### config.mk
export PLATFORM = sky130hd
export DESIGN_NAME = i2s_rx_core
export DESIGN_NICKNAME = d
export VERILOG_FILES = /design/src/rtl/i2s_rx_pkg.sv /design/src/rtl/i2s_rx_sync.sv /design/src/rtl/i2s_rx_clkgen.sv /design/src/rtl/i2s_rx_deser.sv /design/src/rtl/i2s_rx_pair.sv /design/src/rtl/i2s_rx_core.sv
export SDC_FILE = /design/constraint.sdc
export NUM_CORES = 1
export LEC_CHECK = 0
export CORE_ASPECT_RATIO = 1.2
export CORE_MARGIN = 2
export CORE_UTILIZATION = 50
export CTS_BUF_LIST = sky130_fd_sc_hd__clkbuf_4
export DETAILED_ROUTE_END_ITERATION = 10
export DONT_BUFFER_PORTS = 1
export HOLD_SLACK_MARGIN = 0.1
export PLACE_DENSITY = 0.63
export SLEW_MARGIN = 20
export SYNTH_ARGS = -nofsm -noshare
export SYNTH_HDL_FRONTEND = slang
export SYNTH_SLANG_ARGS = --single-unit
### constraint.sdc
create_clock -name clk_i -period 2.71 [get_ports clk_i]
set_input_delay 0.1355 -clock clk_i [delete_from_list [all_inputs] [get_ports clk_i]]
set_output_delay 0.1355 -clock clk_i [all_outputs]
set_load 0.03 [all_outputs]
### src/rtl/i2s_rx_pkg.sv
package i2s_rx_pkg;
  typedef enum logic [1:0] {
    FMT_I2S   = 2'b00,
    FMT_LEFT  = 2'b01,
    FMT_RIGHT = 2'b10,
    FMT_RSVD  = 2'b11
  } fmt_e;

  // 00..11 -> 8,16,24,32
  function automatic logic [5:0] size_bits(input logic [1:0] code);
    return {1'b0, code, 3'b000} + 6'd8;
  endfunction
endpackage

### src/rtl/i2s_rx_sync.sv
module i2s_rx_sync #(
  parameter int STAGES = 2
) (
  input  logic clk_i,
  input  logic rst_ni,
  input  logic bclk_i,
  input  logic ws_i,
  input  logic sd_i,
  output logic rise_o,
  output logic ws_o,
  output logic sd_o
);
  localparam int N = (STAGES < 2) ? 2 : STAGES;

  logic [N-1:0] b_q, w_q, d_q;
  logic         b_last_q;

  always_ff @(posedge clk_i or negedge rst_ni) begin
    if (!rst_ni) begin
      b_q      <= '0;
      w_q      <= '0;
      d_q      <= '0;
      b_last_q <= 1'b0;
    end else begin
      b_q      <= {b_q[N-2:0], bclk_i};
      w_q      <= {w_q[N-2:0], ws_i};
      d_q      <= {d_q[N-2:0], sd_i};
      b_last_q <= b_q[N-1];
    end
  end

  assign rise_o = b_q[N-1] & ~b_last_q;
  assign ws_o   = w_q[N-1];
  assign sd_o   = d_q[N-1];
endmodule

### src/rtl/i2s_rx_clkgen.sv
module i2s_rx_clkgen #(
  parameter int HALF_DIV = 4
) (
  input  logic       clk_i,
  input  logic       rst_ni,
  input  logic       run_i,
  input  logic [5:0] slot_len_i,
  output logic       bclk_o,
  output logic       ws_o,
  output logic       rise_o
);
  localparam int CW = (HALF_DIV < 2) ? 1 : $clog2(HALF_DIV);

  logic [CW-1:0] div_q;
  logic [5:0]    bpos_q;
  logic          tick;

  assign tick   = (div_q == CW'(HALF_DIV - 1));
  assign rise_o = run_i & tick & ~bclk_o;

  always_ff @(posedge clk_i or negedge rst_ni) begin
    if (!rst_ni) begin
      div_q  <= '0;
      bpos_q <= '0;
      bclk_o <= 1'b0;
      ws_o   <= 1'b0;
    end else if (!run_i) begin
      div_q  <= '0;
      bpos_q <= '0;
      bclk_o <= 1'b0;
      ws_o   <= 1'b0;
    end else if (tick) begin
      div_q  <= '0;
      bclk_o <= ~bclk_o;
      if (bclk_o) begin
        // falling edge: advance slot position
        if (bpos_q == slot_len_i - 6'd1) begin
          bpos_q <= '0;
          ws_o   <= ~ws_o;
        end else begin
          bpos_q <= bpos_q + 6'd1;
        end
      end
    end else begin
      div_q <= div_q + CW'(1);
    end
  end
endmodule

### src/rtl/i2s_rx_deser.sv
module i2s_rx_deser
  import i2s_rx_pkg::*;
#(
  parameter int DW = 32
) (
  input  logic          clk_i,
  input  logic          rst_ni,
  input  logic          act_i,
  input  logic          rise_i,
  input  logic          ws_i,
  input  logic          sd_i,
  input  fmt_e          fmt_i,
  input  logic [5:0]    nbits_i,
  output logic          done_o,
  output logic          chan_o,
  output logic [DW-1:0] word_o
);
  logic          ph_v_q, ph_q, eff_v_q, eff_q, started_q;
  logic [5:0]    cnt_q;
  logic [DW-1:0] sh_q;
  logic          eff_now, eff_ok, slot_edge, take_bit;
  logic [DW:0]   full_mask;

  always_comb begin
    // I2S: channel boundary lags word-select by one bit
    eff_now   = (fmt_i == FMT_I2S) ? ph_q : ws_i;
    eff_ok    = (fmt_i == FMT_I2S) ? ph_v_q : 1'b1;
    slot_edge = rise_i && eff_ok && eff_v_q && (eff_now != eff_q);
    take_bit  = (fmt_i == FMT_RIGHT) || (cnt_q < nbits_i);
    full_mask = ({{DW{1'b0}}, 1'b1} << nbits_i) - 1'b1;
  end

  always_ff @(posedge clk_i or negedge rst_ni) begin
    if (!rst_ni) begin
      ph_v_q    <= 1'b0;
      ph_q      <= 1'b0;
      eff_v_q   <= 1'b0;
      eff_q     <= 1'b0;
      started_q <= 1'b0;
      cnt_q     <= '0;
      sh_q      <= '0;
      done_o    <= 1'b0;
      chan_o    <= 1'b0;
      word_o    <= '0;
    end else begin
      done_o <= 1'b0;
      if (!act_i) begin
        ph_v_q    <= 1'b0;
        eff_v_q   <= 1'b0;
        started_q <= 1'b0;
        cnt_q     <= '0;
        sh_q      <= '0;
      end else if (rise_i) begin
        ph_v_q <= 1'b1;
        ph_q   <= ws_i;
        if (eff_ok) begin
          eff_v_q <= 1'b1;
          eff_q   <= eff_now;
        end
        if (slot_edge) begin
          started_q <= 1'b1;
          cnt_q     <= 6'd1;
          sh_q      <= {{(DW-1){1'b0}}, sd_i};
          if (started_q) begin
            done_o <= 1'b1;
            chan_o <= eff_q;
            word_o <= sh_q & full_mask[DW-1:0];
          end
        end else if (started_q) begin
          if (take_bit) sh_q <= {sh_q[DW-2:0], sd_i};
          if (cnt_q != 6'h3f) cnt_q <= cnt_q + 6'd1;
        end
      end
    end
  end
endmodule

### src/rtl/i2s_rx_pair.sv
module i2s_rx_pair #(
  parameter int DW = 32
) (
  input  logic          clk_i,
  input  logic          rst_ni,
  input  logic          act_i,
  input  logic          done_i,
  input  logic          chan_i,
  input  logic [DW-1:0] word_i,
  input  logic          mono_i,
  input  logic          rep_i,
  input  logic          ack_i,
  output logic [DW-1:0] left_o,
  output logic [DW-1:0] right_o,
  output logic          valid_o,
  output logic          overrun_o
);
  logic [DW-1:0] hold_q, emit_l, emit_r;
  logic          have_l_q, pend_q, emit, store_l, drop_l;

  always_comb begin
    emit    = 1'b0;
    store_l = 1'b0;
    drop_l  = 1'b0;
    emit_l  = word_i;
    emit_r  = '0;
    if (done_i) begin
      if (rep_i || mono_i) begin
        emit = rep_i ? !chan_i : 1'b1;
      end else if (!chan_i) begin
        store_l = 1'b1;
      end else if (have_l_q) begin
        emit   = 1'b1;
        drop_l = 1'b1;
        emit_l = hold_q;
        emit_r = word_i;
      end
    end
  end

  always_ff @(posedge clk_i or negedge rst_ni) begin
    if (!rst_ni) begin
      hold_q    <= '0;
      have_l_q  <= 1'b0;
      pend_q    <= 1'b0;
      left_o    <= '0;
      right_o   <= '0;
      valid_o   <= 1'b0;
      overrun_o <= 1'b0;
    end else begin
      valid_o   <= emit;
      overrun_o <= emit & pend_q & ~ack_i;
      if (emit) begin
        left_o  <= emit_l;
        right_o <= emit_r;
      end
      pend_q <= emit | (pend_q & ~ack_i);
      if (!act_i || drop_l) have_l_q <= 1'b0;
      else if (store_l) begin
        have_l_q <= 1'b1;
        hold_q   <= word_i;
      end
    end
  end
endmodule

### src/rtl/i2s_rx_core.sv
module i2s_rx_core
  import i2s_rx_pkg::*;
#(
  parameter int DW          = 32,
  parameter int HALF_DIV    = 4,
  parameter int SYNC_STAGES = 2
) (
  input  logic          clk_i,
  input  logic          rst_ni,
  input  logic          en_i,
  input  logic          rx_en_i,
  input  logic          master_i,
  input  logic [1:0]    fmt_i,
  input  logic [1:0]    size_i,
  input  logic          ext32_i,
  input  logic          mono_i,
  input  logic          repeat_i,
  input  logic          bclk_i,
  input  logic          ws_i,
  input  logic          sd_i,
  input  logic          ack_i,
  output logic          bclk_o,
  output logic          ws_o,
  output logic [DW-1:0] left_o,
  output logic [DW-1:0] right_o,
  output logic          valid_o,
  output logic          overrun_o
);
  fmt_e          fmt;
  logic [5:0]    nbits, slot_len;
  logic          run_m, act, rep_act, mono_act;
  logic          m_rise, s_rise, s_ws, s_sd, rise, ws_sel;
  logic          done, chan;
  logic [DW-1:0] word;

  assign fmt      = fmt_e'(fmt_i);
  assign nbits    = size_bits(size_i);
  assign slot_len = ext32_i ? 6'd32 : nbits;
  assign run_m    = en_i & master_i;
  assign act      = en_i & rx_en_i & (fmt != FMT_RSVD);
  assign rep_act  = repeat_i & (fmt == FMT_I2S);
  assign mono_act = mono_i & ~rep_act;
  assign rise     = master_i ? m_rise : s_rise;
  assign ws_sel   = master_i ? ws_o : s_ws;

  i2s_rx_sync #(.STAGES(SYNC_STAGES)) u_sync (
    .clk_i, .rst_ni,
    .bclk_i, .ws_i, .sd_i,
    .rise_o(s_rise), .ws_o(s_ws), .sd_o(s_sd)
  );

  i2s_rx_clkgen #(.HALF_DIV(HALF_DIV)) u_clkgen (
    .clk_i, .rst_ni,
    .run_i(run_m), .slot_len_i(slot_len),
    .bclk_o, .ws_o, .rise_o(m_rise)
  );

  i2s_rx_deser #(.DW(DW)) u_deser (
    .clk_i, .rst_ni,
    .act_i(act), .rise_i(rise), .ws_i(ws_sel), .sd_i(s_sd),
    .fmt_i(fmt), .nbits_i(nbits),
    .done_o(done), .chan_o(chan), .word_o(word)
  );

  i2s_rx_pair #(.DW(DW)) u_pair (
    .clk_i, .rst_ni,
    .act_i(act), .done_i(done), .chan_i(chan), .word_i(word),
    .mono_i(mono_act), .rep_i(rep_act), .ack_i,
    .left_o, .right_o, .valid_o, .overrun_o
  );
endmodule

==> impl_metrics.env, run 1 <==
export IMPL_worst_path_buf_inv=1
export IMPL_clkSinkCount=194
export IMPL_period_minus_slack_ns=2.430
export IMPL_synthMostInstantiatedCell="dfrtp_1"
export IMPL_place_gp_congestion=0.7953
export IMPL_hold_violations=194
export IMPL_syn_inst=673
export IMPL_final_layout_size_suffix_gt1_share_pct=14.16
export IMPL_clk_latency_ns=0.58
export IMPL_drt_total_wl_um=14730
export IMPL_dr_pass1_iters=5
export IMPL_dr_first_iter_drc_count=239
export IMPL_grt_pass1_vias=4979
export IMPL_grt_max_degree=195
export IMPL_cp_max_fo=32
export IMPL_dr_total_vias=4974
export IMPL_powerDensity_mw_per_mm2=555.1
export IMPL_synth_top_area_cell="dfrtp_1"
export IMPL_die_x_um=119.8
export IMPL_synth_edff_count=0
export IMPL_fmax_ghz=0.4116
export IMPL_ctsHoldBuffers=22
export IMPL_clkSlewWorstSetupHoldPaths_ns=0.16
export IMPL_dp_hpwl_um=9351
export IMPL_dieHeight_um=142.9
export IMPL_crit_chain="ha_1 > nand4b_1 > a21oi_1 > and4b_1 > buf_4 > o21ai_0"
export IMPL_tightest_slew_ns=0.9270
export IMPL_rsz0062_at_grt="no"
export IMPL_syn_area_per_cell_um2=11.95
export IMPL_fin_area_mm2=0.008798
export IMPL_wl_per_cell_um=16.22
export IMPL_synth_cell_type_count=45
export IMPL_fp_dieArea_mm2=0.01712
export IMPL_slowest_delay_ns=0.44
export IMPL_grt_total_usage_pct=17.97
export IMPL_relSlewSlack_pct=38.20
export IMPL_clk_path_buf_depth=2
export IMPL_end_kind="flip-flop"
export IMPL_grt_pass1_wl_um=24480
export IMPL_place_area_mm2=0.008222
export IMPL_final_util_pct=56.03
export IMPL_synth_yosys_seq_area_share_pct=60.37
export IMPL_finalSetupViolations=0
export IMPL_crit_type="flip-flop to flip-flop"
export IMPL_slowest_stage="a21oi_1"
export IMPL_crit_path_start_kind="flip-flop"
export IMPL_r2r_start="u_clkgen.div_q[0]"
export IMPL_crit_path_start="u_clkgen.div_q[0]"
export IMPL_status="complete, but fails checks"
export IMPL_ys_async_sr_fraction_pct=100.0
export IMPL_crit_family="simple AND/OR/NAND/NOR gates"
export IMPL_holdWs_ns=-0.7771
export IMPL_synth_warnings=0
export IMPL_portBuffers=0
export IMPL_synth_area_mm2=0.008041
export IMPL_drc=0
export IMPL_ant_nets=0
export IMPL_finalSetupTns_ns=0
export IMPL_power_static_leakage_nw=4.096
export IMPL_hold_class="input pin to async pin"
export IMPL_cts_tree="yes"
export IMPL_nets=713
export IMPL_peakVddDrop_mv=0.2974
export IMPL_h_tree_depth=4
export IMPL_fin_crit_sh_pct=89.65
export IMPL_critPathRequiredTime_ns=3.17
export IMPL_crit_arrival_ns=2.89
export IMPL_synth_top_area_share_pct=60.37
export IMPL_syn_nets=700
export IMPL_root_buffer="clkbuf_4"
export IMPL_ioPinCount=84
export IMPL_yosys_top_cells_count="dfrtp_1, nand2_1, nor2_1, mux2i_1, o21ai_0"
export IMPL_synth_top_cells_by_area="dfrtp_1, mux2i_1, mux2_2"
export IMPL_grt_ovfl_total=0
export IMPL_violations="negative hold slack"
export IMPL_drv_cap=0
export IMPL_syn_to_final_growth_pct=9.413
export IMPL_drv_slew=0
export IMPL_fin_worst_skew_ns=0.02116
export IMPL_cts_buffers_inserted=17
export IMPL_rows=50
export IMPL_synth_flop_cell="dfrtp_1"
export IMPL_synth_seq_cells=194
export IMPL_post_cts_setup_buffer_count=0
export IMPL_vias_per_cell=5.478
export IMPL_core_mm2=0.01570
export IMPL_start_util_pct=51.21
export IMPL_ctsResizeCount=0
export IMPL_antenna_found_initial=1
-- state kept, by name, summed over array words and instances (netlist names), 2 cells and up --
| signal | count |
|---|---|
| u_clkgen.div_q | 2 |
| u_sync.b_q | 2 |
| u_deser.sh_q | 32 |
| u_deser.cnt_q | 6 |
| u_clkgen.bpos_q | 6 |
| u_deser.word_o | 32 |
| u_pair.right_o | 32 |
| u_sync.w_q | 2 |
| u_pair.left_o | 32 |
| u_sync.d_q | 2 |
| u_pair.hold_q | 32 |
-- worst register-to-register path, delay by kind of cell (launching register included) --
family	cells	cell delay, ns
and+or+nand+nor	2	0.69
AOI/OAI and AO/OA	2	0.59
DFF	1	0.39
buffers and inverters	1	0.36
adders and majority gates	1	0.29
-- power breakdown --
group	leakage (nW)	total (mW)	internal, mW	switching, mW
Combinational	1.22	0.135	0.0650	0.0696
Sequential	2.69	2.93	2.91	0.0174
Clock	0.181	1.82	0.835	0.985
-- kinds of logic (layout without fill, tap and decap cells) --
| family | count (synthesis) | in the layout | synth area share, % |
|---|---|---|---|
| DFF | 194 | 194 | 60.37 |
| muxes | 77 | 77 | 10.64 |
| and+or+nand+nor | 189 | 189 | 10.60 |
| adders and majority gates | 11 | 11 | 1.712 |
| other | 0 | 1 | 0 |
| xor gates and xnor gates | 13 | 13 | 1.416 |
| buffers and inverters | 46 | 72 | 2.956 |
| AOI/OAI and AO/OA | 143 | 143 | 12.31 |
-- stage by stage --
step	setup WS (ns)	hold WS (ns)	instances	power [mW]
after CTS	0.3341	-0.8224	907	4.938
after global routing	0.1093	-0.8338	908	5.052
after global placement	0.4464	-0.1549	853	3.081
final	0.2804	-0.7771	908	4.884
after detailed placement	0.3703	-0.1545	853	3.089
after floorplan	0.7507	-0.1601	673	3.060
-- cell type report --
cell class	count	area, um^2
timing repair buffer	33	327.8
multi-input combinational	433	2973
fill	1340	6904
antenna	1	2.502
sequential	194	4855
clock inverter	15	226.5
tap	208	260.3
clock buffer	17	127.6
inverter	7	26.28
-- per-layer routing --
layer  track usage [%]  up-vias  part of all wire, %
met3             5.272       24                  5.3
met2             29.83      109                   49
met4             7.183        0                  1.7
met1             22.16     2458                   44
li1                  -     2383                    -
met5                 0        -                    0
-- cell usage in the layout (no fill, tap or decap), types with 2 or more instances in the layout --
master         Yosys  final
and3_1             6      5
and4_1             2      2
a211oi_1           3      3
ha_1              11     11
mux2i_1           36     36
buf_4              4      9
inv_1              7      7
mux2_2            32     32
inv_6              0      4
buf_12             0      2
o21ai_1           20     20
and2_1             2      2
clkbuf_4           0     17
o211ai_1           2      2
o21ai_0           34     34
a22o_1            32     32
or2_2              2      2
nand4_1            4      4
xnor2_1            7      7
nor2_1            52     52
nand2_1           90     89
clkinvlp_4         0      2
mux2_4             9      9
dfrtp_1          194    194
nor3_1             5      5
dlygate4sd3_1      0     22
a21oi_1            8      8
o21ai_2            6      6
nand3_1            6      6
a22oi_1           31     31
nand2b_1          12     12
bufinv_16          0      5
clkinv_4           0      2
xor2_1             6      6
-- worst paths after layout --
kind | end | slack, ns | cells past startpoint
worst max-delay path | u_deser.sh_q[0] | 0.28 | 6
worst min-delay path | u_pair.right_o[29] | -0.78 | 0
worst max register to register | u_deser.sh_q[0] | 0.28 | 6
worst min register to register | u_sync.d_q[1] | 0.37 | 0
max in group asynchronous | u_pair.right_o[18] | 3.22 | 0
min in group clk_i | u_deser.sh_q[0] | 0.18 | 5
Note: power is estimated with default switching activity, not from simulation.
==> run 2, diff against run 1 <==
==> constraint.sdc (replaced) <==
create_clock -name clk_i -period 2.71 [get_ports clk_i]
set_input_delay 0.4065 -clock clk_i [delete_from_list [all_inputs] [get_ports clk_i]]
set_output_delay 0.4065 -clock clk_i [all_outputs]
set_load 0.03 [all_outputs]
==> run 2 against run 1 <==
Effect of this change: the flow still finishes with violations (negative hold slack); wire length shrank 0.83%; global-route usage rose by 0.28 points; first-iteration DRC count is 57% higher; maximum frequency is 3.2% higher; clock-buffer cell count rose by 1; clock skew increased by 0.0050 ns.
==> impl_metrics.env, run 2 (same netlist as run 1, synthesis figures left out) <==
export IMPL_drt_total_wl_um=14610
export IMPL_rsz0062_at_grt="no"
export IMPL_cts_buffers_inserted=17
export IMPL_drv_cap=0
export IMPL_status="complete, but fails checks"
export IMPL_portBuffers=0
export IMPL_tightest_slew_ns=0.7777
export IMPL_relSlewSlack_pct=48.02
export IMPL_nets=703
export IMPL_wl_per_cell_um=16.25
export IMPL_rows=50
export IMPL_grt_ovfl_total=0
export IMPL_netSwitchingPower_mw=0.9751
export IMPL_crit_chain="ha_1 > nand4b_1 > buf_4 > a21oi_1 > and4b_1 > buf_4 > o21ai_0"
export IMPL_slowest_delay_ns=0.38
export IMPL_fin_area_mm2=0.008622
export IMPL_pwr_share_seq_pct=65.4
export IMPL_grt_total_usage_pct=18.25
export IMPL_antenna_found_initial=1
export IMPL_clkSlewWorstSetupHoldPaths_ns=0.16
export IMPL_ioPinCount=84
export IMPL_syn_to_final_growth_pct=7.220
export IMPL_die_x_um=119.8
export IMPL_hold_class="input pin to async pin"
export IMPL_period_minus_slack_ns=2.355
export IMPL_power_share_switching_pct=21.78
export IMPL_end_kind="flip-flop"
export IMPL_slowest_stage="dfrtp_1"
export IMPL_final_common_cell="dfrtp_1"
export IMPL_powerDensity_mw_per_mm2=519.2
export IMPL_cp_max_fo=32
export IMPL_grt_max_degree=195
export IMPL_drc=0
export IMPL_peakVddDrop_mv=0.2073
export IMPL_drv_slew=0
export IMPL_finalSetupViolations=0
export IMPL_worst_slack_ns=0.3548
export IMPL_critPathRequiredTime_ns=3.16
export IMPL_layout_common_cells="dfrtp_1, nand2_1, nor2_1, mux2i_1, o21ai_0"
export IMPL_p_total_mw=4.476
export IMPL_path_common_cell="buf_4"
export IMPL_crit_family="buffers and inverters"
export IMPL_fmax_ghz=0.4246
export IMPL_hold_violations=194
export IMPL_h_tree_depth=4
export IMPL_core_mm2=0.01570
export IMPL_crit_arrival_ns=2.80
export IMPL_root_buffer="clkbuf_4"
export IMPL_grt_pass1_wl_um=24940
export IMPL_clk_latency_ns=0.57
export IMPL_ant_nets=0
export IMPL_dieHeight_um=142.9
export IMPL_fin_worst_skew_ns=0.02612
export IMPL_holdWs_ns=-0.4692
export IMPL_dr_pass1_iters=4
export IMPL_clock_power_share_pct=32.0
export IMPL_start_util_pct=51.21
export IMPL_dr_total_vias=4959
export IMPL_r2r_start="u_clkgen.div_q[0]"
export IMPL_p_int_mw=3.501
export IMPL_clk_path_buf_depth=2
export IMPL_dp_hpwl_um=9487
export IMPL_final_cells=899
export IMPL_grt_pass1_vias=5139
export IMPL_clkSinkCount=194
export IMPL_place_ws_ns=-0.05886
export IMPL_fin_crit_sh_pct=86.91
export IMPL_worst_path_buf_inv=2
export IMPL_place_area_mm2=0.008249
export IMPL_crit_path_start_kind="flip-flop"
export IMPL_ctsHoldBuffers=10
export IMPL_fp_dieArea_mm2=0.01712
export IMPL_final_util_pct=54.91
export IMPL_vias_per_cell=5.516
export IMPL_dr_first_iter_drc_count=376
export IMPL_post_place_cells=854
export IMPL_regToRegSetupSlack_ns=0.35
export IMPL_finalSetupTns_ns=0
export IMPL_final_layout_size_suffix_gt1_share_pct=14.08
export IMPL_violations="negative hold slack"
export IMPL_power_static_leakage_nw=4.018
export IMPL_crit_type="flip-flop to flip-flop"
export IMPL_pwr_share_comb_pct=2.7
export IMPL_r2r_cells=7
export IMPL_r2r_end="u_deser.sh_q[0]"
export IMPL_place_gp_congestion=0.7770
export IMPL_cts_tree="yes"
run 2: cell count changes in the layout (fill, tap and decap cells not counted), sizes merged:
cell         delta
clkinv          +8
inv             -4
clkinvlp        -2
dlygate4sd3    -12
diode           +1
bufinv          -3
buf             +2
clkbuf          +1
run 2: power by group through the flow:
stage          sequential (mW)  clock, mW  combinational (mW)
6_report                  2.93       1.43               0.119
5_1_grt                   2.93       1.59               0.132
4_1_cts                   2.93       1.49               0.118
3_5_place_dp              2.98          0               0.106
3_3_place_gp              2.98          0              0.0998
2_1_floorplan             2.98          0              0.0808
run 2: timing repair:
action,CTS,global route
setup buffers,0,0
hold endpoints to repair,206,194
resized for setup,0,0
run 2: how the worst max path moves through the flow:
stage / from / end / depth (start not counted)
global route: u_clkgen.div_q[0] / u_deser.sh_q[0] / 7
finish: u_clkgen.div_q[0] / u_deser.sh_q[0] / 7
detailed placement: size_i[1] / u_deser.sh_q[7] / 10
floorplan: size_i[1] / u_clkgen.ws_o / 8
global placement: size_i[1] / u_deser.sh_q[9] / 10
CTS: u_sync.b_last_q / u_deser.sh_q[7] / 5
run 2: layer usage:
metal	up-vias	part of all wire, %	GRT usage (%)
met5	-	0	0
met4	0	1.7	6.873
met3	24	4.3	4.593
met2	80	50	31.19
met1	2473	44	22.43
li1	2382	-	-
run 2: layout make-up:
| type | count | area (um^2) |
|---|---|---|
| diodes | 2 | 5.005 |
| clock buffers | 18 | 135.1 |
| clock inverters | 14 | 121.4 |
| fillers | 1357 | 7081 |
| inverters | 7 | 26.28 |
| multi-input cells | 433 | 2980 |
| flip-flops and latches | 194 | 4855 |
| well taps | 208 | 260.3 |
| repair buffers | 23 | 239.0 |
